**config.mk**
```make
export PLATFORM = sky130hd
export DESIGN_NAME = bus_hold_arbiter
export DESIGN_NICKNAME = d
export VERILOG_FILES = /design/src/rtl/bha_pkg.sv /design/src/rtl/bha_datapath.sv /design/src/rtl/bha_ctrl.sv /design/src/rtl/bus_hold_arbiter.sv
export SDC_FILE = /design/constraint.sdc
export NUM_CORES = 1
export LEC_CHECK = 0
export BUFFER_PORTS_ARGS = -buffer_cell sky130_fd_sc_hd__buf_4
export CAP_MARGIN = 5
export CORE_AREA = 2 2 39 41
export CTS_BUF_LIST = sky130_fd_sc_hd__clkbuf_4 sky130_fd_sc_hd__clkbuf_8 sky130_fd_sc_hd__clkbuf_16
export CTS_CLUSTER_DIAMETER = 150
export DETAILED_ROUTE_END_ITERATION = 10
export DIE_AREA = 0 0 41 43
export PLACE_DENSITY_LB_ADDON = 0.05
export SLEW_MARGIN = 20
export SYNTH_ARGS = -nofsm -noshare
export SYNTH_HDL_FRONTEND = slang
export SYNTH_SLANG_ARGS = --single-unit
```
**constraint.sdc**
```tcl
create_clock -name clk -period 3 [get_ports clk]
set_input_delay 0.3 -clock clk [delete_from_list [all_inputs] [get_ports clk]]
set_output_delay 0.3 -clock clk [all_outputs]
set_load 0.02 [all_outputs]
```
**src/rtl/bha_pkg.sv**
```systemverilog
package bha_pkg;

  typedef enum logic [1:0] {
    ST_IDLE    = 2'd0,
    ST_GRANT   = 2'd1,
    ST_RELEASE = 2'd2
  } arbState_t;

  typedef enum logic [1:0] {
    KIND_INT    = 2'd0,
    KIND_WIDE   = 2'd1,
    KIND_NARROW = 2'd2,
    KIND_SPARE  = 2'd3
  } cycKind_t;

  // strobes from control to datapath
  typedef struct packed {
    logic cntLoad;  // a cycle start is accepted
    logic reqArm;   // granted state holds after this edge
  } arbStrobe_t;

endpackage

```
**src/rtl/bha_datapath.sv**
```systemverilog
module bha_datapath
  import bha_pkg::*;
#(
  parameter int INT_LEN    = 2,
  parameter int WIDE_LEN   = 3,
  parameter int NARROW_LEN = 5
) (
  input  logic       clk,
  input  logic       rstN,
  input  logic       holdReq,
  input  logic       extPending,
  input  logic [1:0] cycKind,
  input  arbStrobe_t strobe,
  output logic       holdSeen,
  output logic       cycBusy,
  output logic       busReq
);

  localparam int MAX_A  = (INT_LEN > WIDE_LEN) ? INT_LEN : WIDE_LEN;
  localparam int MAX_L  = (MAX_A > NARROW_LEN) ? MAX_A : NARROW_LEN;
  localparam int CNT_W  = $clog2(MAX_L + 1);

  logic [CNT_W-1:0] remain;
  logic [CNT_W-1:0] loadVal;

  always_comb begin
    case (cycKind)
      KIND_INT:  loadVal = CNT_W'(INT_LEN - 1);
      KIND_WIDE: loadVal = CNT_W'(WIDE_LEN - 1);
      default:   loadVal = CNT_W'(NARROW_LEN - 1);
    endcase
  end

  always_ff @(posedge clk or negedge rstN) begin
    if (!rstN) begin
      holdSeen <= 1'b0;
      remain   <= '0;
      busReq   <= 1'b0;
    end else begin
      holdSeen <= holdReq;
      busReq   <= strobe.reqArm & extPending;
      if (strobe.cntLoad)
        remain <= loadVal;
      else if (remain != '0)
        remain <= remain - 1'b1;
    end
  end

  assign cycBusy = (remain != '0);

endmodule

```
**src/rtl/bha_ctrl.sv**
```systemverilog
module bha_ctrl
  import bha_pkg::*;
(
  input  logic       clk,
  input  logic       rstN,
  input  logic       holdEn,
  input  logic       holdSeen,
  input  logic       cycBusy,
  input  logic       cycStart,
  output arbStrobe_t strobe,
  output logic       grant,
  output logic       drvEn,
  output logic       stall
);

  arbState_t state, nextState;
  logic      wantHold;

  assign wantHold = holdEn & holdSeen;

  always_comb begin
    nextState = state;
    case (state)
      ST_IDLE:    if (wantHold && !cycBusy && !cycStart) nextState = ST_GRANT;
      ST_GRANT:   if (!wantHold) nextState = ST_RELEASE;
      ST_RELEASE: nextState = ST_IDLE;
      default:    nextState = ST_IDLE;
    endcase
  end

  always_ff @(posedge clk or negedge rstN) begin
    if (!rstN) state <= ST_IDLE;
    else       state <= nextState;
  end

  always_comb begin
    strobe.cntLoad = cycStart && (state == ST_IDLE);
    strobe.reqArm  = (nextState == ST_GRANT);
  end

  assign grant = (state == ST_GRANT);
  assign drvEn = (state == ST_IDLE);
  assign stall = (state != ST_IDLE);

endmodule

```
**src/rtl/bus_hold_arbiter.sv**
```systemverilog
module bus_hold_arbiter
  import bha_pkg::*;
#(
  parameter int INT_LEN    = 2,
  parameter int WIDE_LEN   = 3,
  parameter int NARROW_LEN = 5
) (
  input  logic       clk,
  input  logic       rstN,
  input  logic       holdEn,
  input  logic       holdReq,
  input  logic       cycStart,
  input  logic [1:0] cycKind,
  input  logic       extPending,
  output logic       grant,
  output logic       drvEn,
  output logic       stall,
  output logic       busReq
);

  arbStrobe_t strobe;
  logic       holdSeen;
  logic       cycBusy;

  bha_datapath #(
    .INT_LEN(INT_LEN), .WIDE_LEN(WIDE_LEN), .NARROW_LEN(NARROW_LEN)
  ) u_dp (
    .clk(clk), .rstN(rstN), .holdReq(holdReq), .extPending(extPending),
    .cycKind(cycKind), .strobe(strobe), .holdSeen(holdSeen),
    .cycBusy(cycBusy), .busReq(busReq)
  );

  bha_ctrl u_ctl (
    .clk(clk), .rstN(rstN), .holdEn(holdEn), .holdSeen(holdSeen),
    .cycBusy(cycBusy), .cycStart(cycStart), .strobe(strobe),
    .grant(grant), .drvEn(drvEn), .stall(stall)
  );

endmodule

```
==> impl_metrics.tcl <==
set metrics [dict create \
    cts_tree "yes" \
    critPathRequiredTime_ns 3.14 \
    fmaxAchievable_mhz 696.4 \
    ys_top_cells_by_count "7 x dfrtp_1, 5 x inv_1, 3 x a21oi_1, 3 x nor2_1" \
    first_iter_violations 6 \
    setup_tns_ns 0 \
    clockBufferDepth 2 \
    use_met2_pct 15.31 \
    die_w_um 41 \
    grt_pass1_wl_mm 1.152 \
    fin_ws_ns 1.564 \
    p_leak_nw 0.2575 \
    grt_start_max_net_pins 8 \
    syn_avg_cell_area_um2 9.938 \
    ys_seq_area_share_pct 50.36 \
    avgRoutedWirePerCell_um 10.18 \
    finalSetupViolCount 0 \
    powerDensity_nw_per_um2 680.4 \
    grt_overflow 0 \
    min_period_over_period_pct 47.86 \
    ys_warn_count 0 \
    cts_resized 0 \
    clk_pin_slew_ns 0.05 \
    area_growth_pct 39.57 \
    grt_pass1_vias 295 \
    rsz0062_at_grt "false" \
    hold_class "in2reg" \
    io_buffers 11 \
    track_usage_pct 10.33 \
    finalNetCount 61 \
    worstMarginPinSlew_ns 0.2710 \
    die_y_um 43 \
    relSlewSlack_pct 81.89 \
    cap_violations 0 \
    drt_pass1_iterations 2 \
    io_pins 12 \
    synth.top_cell.area_share_pct 50.36 \
    cts_post_setup_buffers_inserted 0 \
    place.gp.congestion 0.6074 \
    final_util_pct 35.08 \
    cts_made_buffers 3 \
    top_usage_layer "met2" \
    synth.area.top_cells "dfrtp_1 50%, ha_1 7.2%, inv_1 5.4%, a21oi_1 4.3%, nor2b_1 3.6%" \
    drcViolationCount 0 \
    initial_core_util_pct 25.14 \
    slew_violations 0 \
    clock-skew-final_ns 0.004547 \
    hold_viol 0 \
    coreArea_um2 1384 \
    path_max_fanout 4 \
    ys_ff_latch 7 \
    met3_usage_pct 1.571 \
    dieArea_um2 1763 \
    path_buf_inv 1 \
    wl_um 672 \
    cpPeakStageDelay_ns 0.39 \
    pre_cts_ws_ns 1.552 \
    synth_edf_count 0 \
    use_met1_pct 10.60 \
    synth_most_common_cell "dfrtp_1" \
    cts-root-buf "clkbuf_4" \
    clkLatencyLatePin_ns 0.25 \
    antenna_found_initial 0 \
    htree_levels 1 \
    fill_cells 146 \
    via_per_inst 4.242 \
    cts_sinks 7 \
    antenna_left 0 \
    crit_chain "inv_1, ha_1, nor2b_1, a21oi_1, nor4b_1" \
    row_count 14 \
    yosysTopAreaCell "dfrtp_1" \
    antenna_cells 0 \
    ctsHoldBuffers 1 \
    outcome "completed" \
    start_kind "register" \
    syn_nets 45 \
    dp.cells 61 \
    crit_type "reg2reg" \
    synthArstFlopShare_pct 100.0 \
    end_kind "register" \
    ir_drop_uv 295.7 \
    stdcell_count 66 \
    synth.cell_area_um2 347.8 \
    period_minus_slack_ns 1.436 \
    vias 280 \
    synthFlopType "dfrtp_1" \
    drive_above_1_share_pct 34.00 \
    cp_top_family "simple AND/OR/NAND/NOR gates" \
    synthDistinctLibCells 18 \
    syn_inst 35 \
    slowest_stage "dfrtp_1" \
    arrival_ns 1.58 \
]
area by class of cell:
class,instances,area [um2],share of cell area [%]
Inverter,5,18.77,3.866
Sequential cell,7,175.2,36.08
Timing Repair Buffer,12,92.59,19.07
Multi-Input combinational cell,22,148.9,30.67
Clock buffer,4,30.03,6.186
Tap cell,16,20.02,4.124
state kept, by name (all words and copies together), names as in the netlist:
signal         cells
u_ctl.state        2
u_dp.busReq        1
u_dp.holdSeen      1
u_dp.remain        3
power by group:
part           switching (mW)  internal [mW]
registers              0.0128          0.113
logic                  0.0526         0.0574
clock network          0.0346         0.0598
cells in the final DEF (no fill, tap or decap), types with 2 or more instances in the layout:
master / instances
dfrtp_1: 7
nor2b_1: 2
nand2_1: 2
clkbuf_4: 4
buf_4: 11
ha_1: 2
inv_1: 5
a21oi_1: 3
nor2_1: 3
cells by family (layout without fill, tap and decap cells):
logic type | after synthesis | after routing | synth area share (%)
fa+ha+maj | 2 | 2 | 7.193
compound gates | 5 | 5 | 8.274
xor+xnor | 1 | 1 | 2.518
simple gates | 13 | 13 | 21.94
buf+inv | 6 | 21 | 6.834
mux | 1 | 1 | 2.878
flops | 7 | 7 | 50.36
per-stage QoR:
step / area [um2] / total power, mW / hold WS [ns]
after global placement: 445.4 / 0.2313 / 0.1176
after detailed placement: 445.4 / 0.2380 / 0.1191
final: 485.5 / 0.3303 / 0.1567
after floorplan: 347.8 / 0.2040 / 0.004409
after global routing: 485.5 / 0.3600 / 0.1409
after CTS: 485.5 / 0.3390 / 0.1465
per-layer routing:
| layer | part of all wire, % | up-vias |
|---|---|---|
| li1 | - | 142 |
| met1 | 37 | 124 |
| met2 | 53 | 10 |
| met3 | 7.1 | 4 |
| met4 | 3.7 | 0 |
| met5 | 0 | - |
worst paths after layout:
check | slack, ns | cells past startpoint | to | startpoint
worst max-delay path | 1.56 | 5 | u_dp.busReq | u_dp.remain[0]
worst min register to register | 0.53 | 1 | u_ctl.state[0] | u_ctl.state[1]
max in group asynchronous | 2.49 | 2 | u_dp.remain[0] | rstN
min in group asynchronous | 0.39 | 2 | u_dp.remain[1] | rstN
worst max register to register | 1.56 | 5 | u_dp.busReq | u_dp.remain[0]
worst min-delay path | 0.16 | 1 | u_dp.holdSeen | holdReq
Note: power is estimated with default switching activity, not from simulation.
